## src/rtl/ata_fe_pkg.sv

```systemverilog
package ata_fe_pkg;
  localparam int REG_W    = 8;
  localparam int NUM_TF   = 6;
  localparam int ADR_DATA = 0;
  localparam int ADR_FEAT = 1;
  localparam int ADR_CMD  = 7;
  localparam int ADR_CTL  = 8;
  localparam int ST_BSY   = 7;
  localparam int ST_DRQ   = 3;
  localparam int CTL_NIEN = 1;
  localparam int CTL_SRST = 2;

  function automatic logic wr_permit(input logic [REG_W-1:0] st);
    return !st[ST_BSY] && !st[ST_DRQ];
  endfunction

  function automatic logic [REG_W-1:0] merge_status(input logic [REG_W-1:0] eng,
                                                    input logic srst_busy);
    logic [REG_W-1:0] r;
    r = eng;
    r[ST_BSY] = eng[ST_BSY] | srst_busy;
    return r;
  endfunction
endpackage

```

## src/rtl/ata_fe_decode.sv

```systemverilog
module ata_fe_decode
  import ata_fe_pkg::*;
#(
  parameter int ADDR_W = 4
) (
  input  logic [ADDR_W-1:0] addr,
  output logic              sel_data,
  output logic              sel_cmd,
  output logic              sel_ctl,
  output logic [NUM_TF-1:0] sel_tf
);
  assign sel_data = (addr == ADDR_W'(ADR_DATA));
  assign sel_cmd  = (addr == ADDR_W'(ADR_CMD));
  assign sel_ctl  = (addr == ADDR_W'(ADR_CTL));

  for (genvar i = 0; i < NUM_TF; i++) begin : g_tf
    assign sel_tf[i] = (addr == ADDR_W'(ADR_FEAT + i));
  end
endmodule

```

## src/rtl/ata_fe_taskfile.sv

```systemverilog
module ata_fe_taskfile
  import ata_fe_pkg::*;
(
  input  logic                         clk,
  input  logic                         rst_n,
  input  logic [NUM_TF-1:0]            wr_sel,
  input  logic                         wr_ok,
  input  logic [REG_W-1:0]             wdata,
  output logic [NUM_TF-1:0][REG_W-1:0] regs
);
  for (genvar i = 0; i < NUM_TF; i++) begin : g_reg
    always_ff @(posedge clk or negedge rst_n) begin
      if (!rst_n)                 regs[i] <= '0;
      else if (wr_sel[i] && wr_ok) regs[i] <= wdata;
    end

    assert_store_R1: assert property (@(posedge clk) disable iff (!rst_n)
      (wr_sel[i] && wr_ok) |=> regs[i] == $past(wdata));
    assert_busy_ignore_R2: assert property (@(posedge clk) disable iff (!rst_n)
      (wr_sel[i] && !wr_ok) |=> $stable(regs[i]));
  end
endmodule

```

## src/rtl/ata_fe_intctl.sv

```systemverilog
module ata_fe_intctl
  import ata_fe_pkg::*;
(
  input  logic             clk,
  input  logic             rst_n,
  input  logic             done_i,
  input  logic             clr_i,
  input  logic             ctl_wr_i,
  input  logic [REG_W-1:0] ctl_wdata_i,
  input  logic             rst_done_i,
  output logic             pend_o,
  output logic [REG_W-1:0] ctl_o,
  output logic             srst_busy_o,
  output logic             irq_o
);
  logic srst_req;
  assign srst_req = ctl_wr_i && ctl_wdata_i[CTL_SRST];

  always_ff @(posedge clk or negedge rst_n) begin
    if (!rst_n)      pend_o <= 1'b0;
    else if (done_i) pend_o <= 1'b1;
    else if (clr_i)  pend_o <= 1'b0;
  end

  always_ff @(posedge clk or negedge rst_n) begin
    if (!rst_n)        ctl_o <= '0;
    else if (ctl_wr_i) ctl_o <= ctl_wdata_i;
  end

  always_ff @(posedge clk or negedge rst_n) begin
    if (!rst_n)          srst_busy_o <= 1'b0;
    else if (srst_req)   srst_busy_o <= 1'b1;
    else if (rst_done_i) srst_busy_o <= 1'b0;
  end

  assign irq_o = pend_o && !ctl_o[CTL_NIEN];

  assert_set_wins_R9: assert property (@(posedge clk) disable iff (!rst_n)
    done_i |=> pend_o);
  assert_clear_R6: assert property (@(posedge clk) disable iff (!rst_n)
    (clr_i && !done_i) |=> !pend_o);
  assert_hold_R7: assert property (@(posedge clk) disable iff (!rst_n)
    (!clr_i && !done_i) |=> $stable(pend_o));
  assert_srst_on_R10: assert property (@(posedge clk) disable iff (!rst_n)
    srst_req |=> srst_busy_o);
  assert_srst_off_R10: assert property (@(posedge clk) disable iff (!rst_n)
    (rst_done_i && !srst_req) |=> !srst_busy_o);
endmodule

```

## src/rtl/ata_regfile_fe.sv

```systemverilog
module ata_regfile_fe
  import ata_fe_pkg::*;
#(
  parameter int ADDR_W = 4,
  parameter int DATA_W = 16
) (
  input  logic              clk,
  input  logic              rst_n,
  input  logic [ADDR_W-1:0] bus_addr,
  input  logic              bus_wr,
  input  logic              bus_rd,
  input  logic [DATA_W-1:0] bus_wdata,
  output logic [DATA_W-1:0] bus_rdata,
  input  logic [7:0]        eng_status_i,
  input  logic [7:0]        eng_error_i,
  input  logic              cmd_done_i,
  input  logic              rst_done_i,
  input  logic [DATA_W-1:0] pio_rdata_i,
  output logic              pio_rd_o,
  output logic              pio_wr_o,
  output logic [DATA_W-1:0] pio_wdata_o,
  output logic              cmd_issue_o,
  output logic [7:0]        cmd_code_o,
  output logic              devctl_wr_o,
  output logic [7:0]        devctl_o,
  output logic              soft_rst_o,
  output logic              irq_o,
  output logic [7:0]        tf_feature_o,
  output logic [7:0]        tf_count_o,
  output logic [7:0]        tf_lba0_o,
  output logic [7:0]        tf_lba1_o,
  output logic [7:0]        tf_lba2_o,
  output logic [7:0]        tf_device_o
);
  logic                         sel_data, sel_cmd, sel_ctl;
  logic [NUM_TF-1:0]            sel_tf;
  logic [NUM_TF-1:0][REG_W-1:0] tf_regs;
  logic [REG_W-1:0]             status;
  logic                         wr_ok, srst_busy, pend;
  logic                         cmd_wr_ev, ctl_wr_ev, irq_clr_ev;

  ata_fe_decode #(.ADDR_W(ADDR_W)) u_dec (
    .addr(bus_addr), .sel_data(sel_data), .sel_cmd(sel_cmd),
    .sel_ctl(sel_ctl), .sel_tf(sel_tf)
  );

  assign status     = merge_status(eng_status_i, srst_busy);
  assign wr_ok      = wr_permit(status);
  assign cmd_wr_ev  = bus_wr && sel_cmd && wr_ok;
  assign ctl_wr_ev  = bus_wr && sel_ctl;
  assign irq_clr_ev = cmd_wr_ev || (bus_rd && sel_cmd);

  ata_fe_taskfile u_tf (
    .clk(clk), .rst_n(rst_n), .wr_sel(sel_tf & {NUM_TF{bus_wr}}),
    .wr_ok(wr_ok), .wdata(bus_wdata[REG_W-1:0]), .regs(tf_regs)
  );

  ata_fe_intctl u_int (
    .clk(clk), .rst_n(rst_n), .done_i(cmd_done_i), .clr_i(irq_clr_ev),
    .ctl_wr_i(ctl_wr_ev), .ctl_wdata_i(bus_wdata[REG_W-1:0]),
    .rst_done_i(rst_done_i), .pend_o(pend), .ctl_o(devctl_o),
    .srst_busy_o(srst_busy), .irq_o(irq_o)
  );

  always_ff @(posedge clk or negedge rst_n) begin
    if (!rst_n) begin
      cmd_issue_o <= 1'b0;
      cmd_code_o  <= '0;
      devctl_wr_o <= 1'b0;
    end else begin
      cmd_issue_o <= cmd_wr_ev;
      devctl_wr_o <= ctl_wr_ev;
      if (cmd_wr_ev) cmd_code_o <= bus_wdata[REG_W-1:0];
    end
  end

  always_comb begin
    bus_rdata = '0;
    if (sel_data)                bus_rdata = pio_rdata_i;
    else if (sel_cmd || sel_ctl) bus_rdata = DATA_W'(status);
    else if (sel_tf[0])          bus_rdata = DATA_W'(eng_error_i);
    else begin
      for (int i = 1; i < NUM_TF; i++)
        if (sel_tf[i]) bus_rdata = DATA_W'(tf_regs[i]);
    end
  end

  assign pio_rd_o     = bus_rd && sel_data;
  assign pio_wr_o     = bus_wr && sel_data;
  assign pio_wdata_o  = bus_wdata;
  assign soft_rst_o   = srst_busy;
  assign tf_feature_o = tf_regs[0];
  assign tf_count_o   = tf_regs[1];
  assign tf_lba0_o    = tf_regs[2];
  assign tf_lba1_o    = tf_regs[3];
  assign tf_lba2_o    = tf_regs[4];
  assign tf_device_o  = tf_regs[5];

  assert_cmd_pulse_R4: assert property (@(posedge clk) disable iff (!rst_n)
    (bus_wr && sel_cmd && wr_ok) |=> cmd_issue_o && cmd_code_o == $past(bus_wdata[7:0]));
  assert_cmd_blocked_R5: assert property (@(posedge clk) disable iff (!rst_n)
    (bus_wr && sel_cmd && !wr_ok) |=> !cmd_issue_o);
  assert_altread_keeps_R7: assert property (@(posedge clk) disable iff (!rst_n)
    (bus_rd && sel_ctl && !cmd_done_i && !(bus_wr && sel_cmd)) |=> pend == $past(pend));
  assert_devctl_pulse_R8: assert property (@(posedge clk) disable iff (!rst_n)
    (bus_wr && sel_ctl) |=> devctl_wr_o && devctl_o == $past(bus_wdata[7:0]));
  assert_pio_read_R11: assert property (@(posedge clk) disable iff (!rst_n)
    pio_rd_o |-> bus_rdata == pio_rdata_i);
  assert_busy_bit_R10: assert property (@(posedge clk) disable iff (!rst_n)
    soft_rst_o |-> !wr_ok);
endmodule

```

## config.mk

```make
export PLATFORM = sky130hd
export DESIGN_NAME = ata_regfile_fe
export DESIGN_NICKNAME = d
export VERILOG_FILES = /design/src/rtl/ata_fe_pkg.sv /design/src/rtl/ata_fe_decode.sv /design/src/rtl/ata_fe_taskfile.sv /design/src/rtl/ata_fe_intctl.sv /design/src/rtl/ata_regfile_fe.sv
export SDC_FILE = /design/constraint.sdc
export NUM_CORES = 1
export LEC_CHECK = 0
export ABC_AREA = 0
export BUFFER_PORTS_ARGS = -buffer_cell sky130_fd_sc_hd__buf_2
export CORE_ASPECT_RATIO = 1.25
export CORE_MARGIN = 2
export CORE_UTILIZATION = 45
export DETAILED_ROUTE_END_ITERATION = 7
export HOLD_SLACK_MARGIN = 0.08
export PLACE_DENSITY = 0.87
export SLEW_MARGIN = 30
export SYNTH_ARGS = -nofsm -noshare
export SYNTH_HDL_FRONTEND = slang
export SYNTH_SLANG_ARGS = --single-unit
```

## constraint.sdc

```tcl
create_clock -name clk -period 3.2 [get_ports clk]
set_input_delay 0.96 -clock clk [delete_from_list [all_inputs] [get_ports clk]]
set_output_delay 0.96 -clock clk [all_outputs]
set_load 0.05 [all_outputs]
```

* After elaboration in Yosys (flattened, before gate mapping)
Index checks and enable logic that the tools add are counted.
Word-level totals: bits in registers 68, bits in latches 0, RAM bits 0, bits in read-only memories 0, input bits 58, output and inout bits 102, word-level logic and storage cells 57, memories 0
Cells by class: add/sub/neg operators 0, multiply operators 0, div/mod/pow operators 0, order comparisons 0, equality and inequality tests 8, shift operators 0, multiplexer cells 12, bitwise gates (word level) 2, reduce and logical (&&, ||, !) cells 23
Operator list (count):
- $mux 16 | 7
- $eq 4x3->1 const B | 4
- $logic_and 1x1->1 | 15
- $eq 4x2->1 const B | 2
- $mux 8 | 1
- $and 6x6->6 | 1
- $eq 4x1->1 const B | 1
- $eq 4x4->1 const B | 1
- $logic_not 4->1 | 1
- $mux 1 | 4
- $reduce_bool 2->1 | 2
- $logic_not 1->1 | 3
- $logic_or 1x1->1 | 2
- $or 1x1->1 | 1

* Depth between registers and ports, before layout
Gate-level depths: netlist of run 1.
word-level depth 9, gate-level depth with buffers 7, mapped depth without buffers 5

* Modules after synthesis
From an unflattened synthesis of run 1, not the netlist that was laid out.
Unflattened totals: cells, all modules 283, area total of the unflattened synthesis 3429.5 um^2
By module, submodules not included:
- ata_fe_taskfile | instances 1, cells an instance 103, area an instance 1786.7 um^2, seq. area each 1201.2 um^2
- ata_regfile_fe | instances 1, cells an instance 145, area an instance 1147.4 um^2, seq. area each 250.2 um^2
- ata_fe_intctl | instances 1, cells an instance 26, area an instance 405.4 um^2, seq. area each 250.2 um^2
- ata_fe_decode | instances 1, cells an instance 9, area an instance 90.1 um^2, seq. area each 0.0 um^2

* Least setup slack after synthesis of run 1
OpenSTA, ideal clock, no wires.
kind input-to-output, from in bus_addr[0], to out bus_rdata[0], arrival time 2841 ps, data required time 2240 ps, slack -601 ps, stages on the path 6, buffers on the path 2, cell sequence clkbuf_8 -> buf_2 -> nor2b_1 -> o2bb2ai_1 -> a21oi_1 -> o21ai_0
Between the ends: word-level cells in the longest chain between the ends 9, elaborated cells between the ends (all ways) 18, those cells by class eq/ne: 8; mux: 8; reduce/logical: 2
RTL lines:
- from (decl) | RTL line ata_regfile_fe.sv:9 | input logic [ADDR_W-1:0] bus_addr,
- $eq 4x2->1 | RTL line ata_fe_decode.sv:17 | assign sel_tf[i] = (addr == ADDR_W'(ADR_FEAT + i));
- $mux 8 | RTL line ata_regfile_fe.sv:84 | if (sel_tf[i]) bus_rdata = DATA_W'(tf_regs[i]);
- $mux 16 (4 in series) | RTL line ata_regfile_fe.sv:84
- $mux 16 | RTL line ata_regfile_fe.sv:81 | else if (sel_tf[0]) bus_rdata = DATA_W'(eng_error_i);
- $mux 16 | RTL line ata_regfile_fe.sv:80 | else if (sel_cmd || sel_ctl) bus_rdata = DATA_W'(status);
- $mux 16 * | RTL line ata_regfile_fe.sv:79 | if (sel_data) bus_rdata = pio_rdata_i;
- to (decl) | RTL line ata_regfile_fe.sv:13 | output logic [DATA_W-1:0] bus_rdata,
Mark *: on every way between the ends. The rest lies on a longest branch, timed or not.

* Worst setup path after layout of run 1
from in bus_addr[1], to out bus_rdata[5]
Same word-level chain as after synthesis.

==> results of run 1 <==
sequential cells by signal (all words and copies together), names as in the netlist:
register	flops
u_int.srst_busy_o	1
devctl_wr_o	1
u_int.ctl_o	8
u_tf.regs	48
u_int.pend_o	1
cmd_issue_o	1
cmd_code_o	8
layer usage:
| layer | up-vias | part of all wire (%) | global-route usage (%) |
|---|---|---|---|
| li1 | 1401 | - | - |
| met1 | 1461 | 39 | 26.9 |
| met2 | 150 | 50 | 37.7 |
| met3 | 37 | 7.1 | 6.61 |
| met4 | 0 | 4.2 | 11.2 |
| met5 | - | 0 | 0 |
cells by family (layout without fill, tap and decap cells):
group,after synthesis,in the layout
muxes,77,77
DFF,68,68
and+or+nand+nor,68,68
AOI/OAI and AO/OA,57,57
buffers and inverters,44,195
critical path, cell delays in order:
cell and delay [ps]:
buf_2 150, buf_4 150, and4b_2 270, a22oi_2 250, o31ai_4 120, a21oi_4 150
buf_6 180
placed cells by master (no fill, tap or decap), types with 3 or more instances in the layout:
master     instances
a211oi_1           3
a21oi_1           11
a21oi_4            4
a22oi_1            3
a22oi_2            6
and2_1            10
buf_2            132
buf_4             24
buf_6              6
clkbuf_4           4
clkbuf_8          12
dfrtp_1           68
inv_1             12
mux2_1             3
mux2_2            66
mux2i_1            8
nand2_1           21
nand2_2            5
nor2_1             6
nor2b_1            3
nor3_2             3
o211ai_1           3
o21ai_0            5
o21ai_2            3
o2bb2ai_1          7
area by class of cell:
cell class | instances | area [sq um]
fillers | 621 | 2900
clock inverters | 1 | 30.0
multi-input cells | 202 | 1800
clock buffers | 14 | 173
repair buffers | 168 | 978
flip-flops and latches | 68 | 1700
well taps | 95 | 119
inverters | 12 | 45.0
metrics by stage:
step | hold WS [ps] | setup WS [ps]
final | 484 | 2.49
after global routing | 508 | -27.8
after detailed placement | 463 | -102
after global placement | 452 | -26.5
after floorplan | 441 | -162
after CTS | 478 | 5.01
worst max-delay path by stage:
stage	from	endpoint	slack, ps	cells after the start
floorplan	bus_addr[0]	bus_rdata[7]	-160	6
global placement	bus_addr[1]	bus_rdata[5]	-30	6
detailed placement	bus_addr[1]	bus_rdata[5]	-100	6
CTS	bus_addr[1]	bus_rdata[6]	5	6
global route	bus_addr[1]	bus_rdata[2]	-30	7
finish	bus_addr[1]	bus_rdata[5]	2	7
power by group through the flow:
stage          sequential, mW  combinational (mW)  clock, mW
2_1_floorplan            1.48               0.333          0
3_3_place_gp             1.07               0.965          0
3_5_place_dp             1.07               0.980          0
4_1_cts                  1.06               0.988      0.737
5_1_grt                  1.07                1.05      0.777
6_report                 1.06                1.00      0.719
timing repair:
| item | 4_1_cts | 5_1_grt |
|---|---|---|
| gates resized for setup | 9 | 33 |
| gates cloned | 0 | 0 |
| setup endpoints to repair | 3 | 9 |
| pin swaps | 0 | 6 |
==> results_dict.tcl, run 1 <==
set metrics [dict create \
    outcome "finished, final reports clean" \
    synth_top_area_share_pct 47.4 \
    p_seq_share_pct 38.1 \
    synth-simple-area-share_pct 10.8 \
    synth_edf_count 0 \
    synth_top_family_by_area "multiplexers" \
    root_buffer "clkbuf_8" \
    clk_pin_slew_ps 70 \
    setup_viol 0 \
    routed_wl_um 10000 \
    total_power_mw 2.78 \
    min-delay-start "u_int.pend_o" \
    crit_fanout 9 \
    fp.coreArea_sq_um 7750 \
    rsz0062_at_grt "yes" \
    worstHoldPathType "flop to flop" \
    vias 3049 \
    ys_warn_count 0 \
    overflow 0 \
    antenna_cells 0 \
    h-tree-depth 3 \
    synthCells 314 \
    cts_tree "done" \
    seq_area_frac_synth_pct 47.4 \
    max_slew.worst_pin.slew_ps 654 \
    maxCapViolCount 0 \
    dpl_cell_area_sq_um 4490 \
    drive_above_1_share_pct 61.9 \
    gp_congestion 0.892 \
    hold_viol_final 0 \
    cts_setup_buffers 0 \
    syn_area_sq_um 3590 \
    synthMuxAreaShare_pct 23.9 \
    synth_commonest_cells "dfrtp_1, mux2_2, nand2_1" \
    grt_pass1_vias 3084 \
    synth_fa_ha_area_share_pct 0 \
    p_leak_nw 2.51 \
    placed_cells 545 \
    dieArea_sq_um 8710 \
    synth_ff_type "dfrtp_1" \
    finalCritPeriodShare_pct 99.9 \
    post_drt_wl_per_cell_um 17.9 \
    instances_no_fill 560 \
    synthArstFlopShare_pct 100 \
    swShare_pct 39.6 \
    dr.first_iter.drc_count 141 \
    r2r_end "cmd_code_o[6]" \
    synth_fp_nets 372 \
    drtAntennaViolNets 0 \
    synth-xor-area-share_pct 0 \
    finish.net_count 519 \
    holdPathEnd "u_int.pend_o" \
    cp.arrival_ps 2240 \
    antenna_found_initial 0 \
    cp.required_ps 2240 \
    p_sw_mw 1.10 \
    critPathKind "primary input to primary output" \
    grt_pass1_wl_um 15700 \
    power_frac_comb_pct 36.1 \
    die_y_um 104 \
    p_int_mw 1.68 \
    yosys-top-cells-area "dfrtp_1, mux2_2, buf_4" \
    start_util_pct 46.3 \
    endpoint_kind "primary output" \
    max_freq_ghz 0.313 \
    avgSynthCellArea_sq_um 11.4 \
    synth-seq-cells 68 \
    yosysTopAreaCell "dfrtp_1" \
    hold_depth 1 \
    numCtsBuffers 9 \
    cts_buffer_depth 2 \
    io-pin-count 160 \
    clk_latency_ps 340 \
    hold_buffers 0 \
    grt_use_total_pct 22.8 \
    fp.dieW_um 83.9 \
    setup-tns-final_ps 0 \
    synth_compound_area_share_pct 10.5 \
    synth_cell_type_count 39 \
    start_kind "primary input" \
    port_buffers 143 \
    clkPwrFrac_pct 25.8 \
    pwr_density_cell_nw_per_um2 574 \
    finalInstanceArea_sq_um 4850 \
    yosys.cell_count.top_type "dfrtp_1" \
    vdd_drop_max_uv 351 \
    drcViolationCount 0 \
    r2r_cells 3 \
    area_delta_synth_final_pct 35.2 \
    clock_skew_ps 5.77 \
    reg2reg_slack_ps 1190 \
    utilization_pct 62.6 \
    clkSinkCount 68 \
    r2r-start "u_int.srst_busy_o" \
    row_count 36 \
    grt_max_degree 31 \
    finalCriticalPeriod_ps 3200 \
    vias_per_cell 5.44 \
    dp_hpwl_um 7530 \
    finalMaxSlewViolations 0 \
    max_slew_margin_pct 56.4 \
    dr.pass1.iters 4 \
]
Power figures use the tool's default switching activity.
==> run 2, diff against run 1 <==
--- a/config.mk
+++ b/config.mk
@@ -12,7 +12,7 @@
 export CORE_UTILIZATION = 45
 export DETAILED_ROUTE_END_ITERATION = 7
 export HOLD_SLACK_MARGIN = 0.08
-export PLACE_DENSITY = 0.87
+export PLACE_DENSITY = 0.88
 export SLEW_MARGIN = 30
 export SYNTH_ARGS = -nofsm -noshare
 export SYNTH_HDL_FRONTEND = slang
==> run 2 against run 1 <==
  * Sequential cell count stayed put
  * Clock-buffer cell count down 4
  * Sequential share of layout area down 0.60 points
  * Non-clock buffer count rose by 6
  * Global-route usage rose by 1.1 points
  * Die area is the same
  * Cell count up 1.3%
  * Utilization rose by 1.1 points
  * Via count up 1.7%
  * Clock skew hardly changed
  * Sequential power barely moved
  * Critical endpoint unchanged
  * Highest routed layer unchanged
==> results_dict.tcl, run 2 (synthesis results as in run 1) <==
set metrics [dict create \
    drtAntennaViolNets 0 \
    finalMaxSlewViolations 0 \
    critPathKind "primary input to primary output" \
    finish.net_count 525 \
    layout_commonest_cell "buf_2" \
    io-pin-count 160 \
    max_slew.worst_pin.slew_ps 850 \
    dr.first_iter.drc_count 162 \
    crit_fanout 9 \
    wl_met1_um 4010 \
    grt_pass1_vias 3179 \
    setup_viol 0 \
    gp_congestion 0.881 \
    maxCapViolCount 0 \
    hold_viol_final 0 \
    vias 3100 \
    vdd_drop_max_uv 370 \
    path_cells "buf_4, or3b_2, a21oi_4, o31ai_2, a21oi_4, buf_4" \
    drcViolationCount 0 \
    dr.max_layer_used "met4" \
    grt_max_degree 69 \
    routed_wl_um 10600 \
    critPathTopFamily "simple AND/OR/NAND/NOR gates" \
    finalCriticalPeriod_ps 3190 \
    cp.required_ps 2240 \
    h-tree-depth 3 \
    placed_cells 549 \
    die_y_um 104 \
    root_buffer "clkbuf_8" \
    fillCellCount 608 \
    row_count 36 \
    finalCritPeriodShare_pct 99.7 \
    max_slew_margin_pct 43.4 \
    start_util_pct 46.3 \
    grt_use_total_pct 23.8 \
    dp_hpwl_um 7680 \
    numCtsBuffers 9 \
    grt_pass1_wl_um 16400 \
    largest_register "u_tf.regs" \
    wl_met3_um 723 \
    vias_per_cell 5.47 \
    outcome "finished, final reports clean" \
    antenna_found_initial 0 \
    max_freq_ghz 0.313 \
    dieArea_sq_um 8710 \
    start_kind "primary input" \
    dr.pass1.iters 4 \
    clkSinkCount 68 \
    rsz0062_at_grt "yes" \
    dr_wl_met2_um 5570 \
    fp.dieW_um 83.9 \
    clock_skew_ps 6.09 \
    drive_above_1_share_pct 61.4 \
    cp.arrival_ps 2230 \
    area.sequential_sq_um 1700 \
    p_leak_nw 2.55 \
    post_drt_wl_per_cell_um 18.6 \
    clk_latency_ps 350 \
    antenna_cells 0 \
    port_buffers 143 \
    cp_num_buf_inv 2 \
    hold_buffers 0 \
    multi_input_area_sq_um 1780 \
    cts_tree "done" \
    clk_pin_slew_ps 70 \
    cts_buffer_depth 2 \
    largest_reg_flops 48 \
    cpMaxStageDelayCell "or3b_2" \
    worstHoldPathType "flop to flop" \
    mostFrequentLayoutCells "buf_2, dfrtp_1, mux2_2" \
    hold_slack_ps 489 \
    area_delta_synth_final_pct 37.6 \
    cpPeakStageDelay_ps 490 \
    instances_no_fill 567 \
    fp.coreArea_sq_um 7750 \
    overflow 0 \
    utilization_pct 63.7 \
    pwr_density_cell_nw_per_um2 579 \
    endpoint_kind "primary output" \
    reg_top3 "u_tf.regs (48), cmd_code_o (8), u_int.ctl_o (8)" \
]
## run 2: changes by cell type in the layout (fill, tap and decap cells not counted), moves of 2 or more
cell	previous run	this run
nor3_2	3	1
buf_2	132	123
a22oi_2	6	1
clkinv_2	0	2
a22oi_1	3	8
clkbuf_1	2	0
nor3_1	1	3
clkbuf_8	12	10
buf_6	6	1
clkbuf_4	4	10
buf_4	24	35
## run 2: path summary, 6_finish.rpt
| check | slack, ps | endpoint | startpoint | cells after the start |
|---|---|---|---|---|
| hold reg to reg | 490 | u_tf.regs[2] | u_tf.regs[2] | 1 |
| setup reg to reg | 1180 | u_tf.regs[16] | u_int.srst_busy_o | 3 |
| min in group asynchronous | 800 | u_tf.regs[44] | rst_n | 2 |
| hold / removal | 490 | u_tf.regs[2] | u_tf.regs[2] | 1 |
| setup / recovery | 10 | bus_rdata[5] | bus_addr[2] | 6 |
| max in group asynchronous | 1840 | u_tf.regs[5] | rst_n | 2 |
## run 2: routing by layer
layer | track usage (%) | up-vias
met5 | 0 | -
met4 | 10.0 | 0
met2 | 42.2 | 119
li1 | - | 1410
met1 | 26.6 | 1549
met3 | 6.69 | 22
## run 2: area by class of cell
| type | instances | area share, % |
|---|---|---|
| Tap cell | 95 | 2.41 |
| Clock inverter | 6 | 1.75 |
| Inverter | 12 | 0.913 |
| Clock buffer | 10 | 2.79 |
| Multi-Input combinational cell | 202 | 36.1 |
| Timing Repair Buffer | 174 | 21.6 |
| Sequential cell | 68 | 34.5 |
## run 2: repair_timing
item                                    CTS  global route
buffers inserted                          0             1
resized for setup                        14            30
pin swaps                                 0             4
hold endpoints to repair                  0             0
endpoints found under the setup margin    8            17
gates cloned                              0             1
## run 2: metrics by stage
stage          area (sq um)  setup WS (ps)  power (mW)  TNS (ps)
3_3_place_gp           4520          -30.5        2.03     -73.1
6_report               4930           9.88        2.85         0
2_1_floorplan          3720           -162        1.81      -334
4_1_cts                4790           12.5        2.86         0
3_5_place_dp           4520          -85.8        2.06      -296
5_1_grt                4930          -6.17        2.96     -14.1
## run 2: power by group
part | internal (mW) | switching [mW] | total, mW
registers | 0.978 | 0.0876 | 1.07
clock network | 0.460 | 0.322 | 0.782
logic | 0.288 | 0.720 | 1.01
==> run 3, diff against run 2 <==
--- a/config.mk
+++ b/config.mk
@@ -13,6 +13,7 @@
 export DETAILED_ROUTE_END_ITERATION = 7
 export HOLD_SLACK_MARGIN = 0.08
 export PLACE_DENSITY = 0.88
+export REMOVE_ABC_BUFFERS = 1
 export SLEW_MARGIN = 30
 export SYNTH_ARGS = -nofsm -noshare
 export SYNTH_HDL_FRONTEND = slang
==> run 3 against run 2 <==
  * Global-route usage up 0.69 points
  * Fmax about the same
  * Clock skew up 4.3 ps
  * Clock power about the same
  * Largest cell class unchanged
  * Largest power group unchanged
==> results_dict.tcl, run 3 (synthesis results as in run 1) <==
set metrics [dict create \
    outcome "finished, final reports clean" \
    p_leak_nw 2.57 \
    clock_skew_ps 10.4 \
    grt_pass1_vias 3282 \
    drcViolationCount 0 \
    dpl_cell_area_sq_um 4520 \
    reg2reg_slack_ps 1310 \
    clk_latency_ps 360 \
    clkSinkCount 68 \
    dieArea_sq_um 8710 \
    dr.pass1.iters 4 \
    grt_pass1_wl_um 16600 \
    largest_register "u_tf.regs" \
    dr.first_iter.drc_count 184 \
    numCtsBuffers 9 \
    gr-usage-met2_pct 40.3 \
    fp.coreArea_sq_um 7750 \
    max_slew_margin_pct 54.3 \
    drive_above_1_share_pct 60.8 \
    endpoint_kind "primary output" \
    area_delta_synth_final_pct 36.8 \
    cts_buffer_depth 2 \
    overflow 0 \
    grt_max_degree 43 \
    gp_congestion 0.939 \
    cts_tree "done" \
    die_y_um 104 \
    finalCritPeriodShare_pct 99.7 \
    start_kind "primary input" \
    reg_top3 "u_tf.regs (48), cmd_code_o (8), u_int.ctl_o (8)" \
    gr-max-usage-layer "met2" \
    finish.net_count 533 \
    hold_buffers 0 \
    antenna_found_initial 1 \
    cp.required_ps 2240 \
    r2r-start "u_int.srst_busy_o" \
    finalMaxSlewViolations 0 \
    max_slew.worst_pin.slew_ps 685 \
    root_buffer "clkbuf_8" \
    vias 3159 \
    finalCriticalPeriod_ps 3190 \
    row_count 36 \
    pwr_density_cell_nw_per_um2 580 \
    max_freq_ghz 0.313 \
    setup-tns-final_ps 0 \
    maxCapViolCount 0 \
    largest_reg_flops 48 \
    r2r_cells 4 \
    dp_hpwl_um 7840 \
    crit_fanout 7 \
    post_drt_wl_per_cell_um 19.0 \
    hold_viol_final 0 \
    antenna_cells 0 \
    fp.dieW_um 83.9 \
    start_util_pct 46.3 \
    setup_viol 0 \
    vdd_drop_max_uv 399 \
    grt_use_total_pct 24.5 \
    layout_commonest_cell "buf_2" \
    vias_per_cell 5.50 \
    r2r_end "u_tf.regs[7]" \
    clk_pin_slew_ps 60 \
    finalInstanceArea_sq_um 4910 \
    hold_depth 1 \
    io-pin-count 160 \
    drtAntennaViolNets 0 \
    mostFrequentLayoutCells "buf_2, dfrtp_1, mux2_2" \
    port_buffers 143 \
    holdPathEnd "u_int.pend_o" \
    worstHoldPathType "flop to flop" \
    routed_wl_um 10900 \
    grt_use_met1_pct 28.1 \
    cp.arrival_ps 2230 \
    min-delay-start "u_int.pend_o" \
    rsz0062_at_grt "yes" \
    critPathKind "primary input to primary output" \
    grtUsageMet3_pct 7.65 \
    h-tree-depth 3 \
]
[run 3: area by class of cell]
class	instances	area, sq um
fill	613	2840
inverter	12	45.0
sequential	68	1700
tap	95	119
clock inverter	4	73.8
multi-input combinational	202	1700
timing repair buffer	182	1120
clock buffer	11	141
[run 3: critical path, cell delays in order]
cell     delay [ps]
buf_2           140
buf_4           160
and4b_2         270
buf_4           170
a22oi_2         210
o21ai_1         110
buf_4           200
[run 3: how the worst max path moves through the flow]
| stage | startpoint | to | depth (start not counted) |
|---|---|---|---|
| global placement | bus_addr[2] | bus_rdata[6] | 6 |
| finish | bus_addr[1] | bus_rdata[2] | 7 |
| floorplan | bus_addr[2] | bus_rdata[0] | 4 |
| global route | bus_addr[1] | bus_rdata[6] | 7 |
| CTS | bus_addr[2] | bus_rdata[4] | 8 |
| detailed placement | bus_addr[2] | bus_rdata[4] | 8 |
[run 3: power breakdown]
group | internal, mW | total (mW) | switching [mW] | leakage (nW)
sequential | 0.978 | 1.06 | 0.0815 | 0.893
combinational | 0.289 | 1.00 | 0.715 | 1.57
clock | 0.456 | 0.783 | 0.327 | 0.109
[run 3: routing by layer]
metal  up-vias  wire (um)
met2       155       5510
met3        39        769
met4         2        517
li1       1421          -
met1      1542       4120
met5         -         11
[run 3: stage by stage]
step                      utilization [%]  instances  hold slack, ps  power, mW  setup slack, ps
after floorplan                         -        282             441       1.71             -370
after global placement               58.3        557             452       2.02            -81.1
after detailed placement             58.3        557             462       2.05             -109
after CTS                            61.5        572             476       2.83            0.564
after global routing                 63.3        574             515       2.96            -30.5
final                                63.3        574             481       2.85             9.63
[run 3: timing repair]
item	in CTS	in global routing
buffers inserted	0	1
cloned	0	1
pin swaps	1	7
resized for setup	11	36
endpoints found under the setup margin	5	14
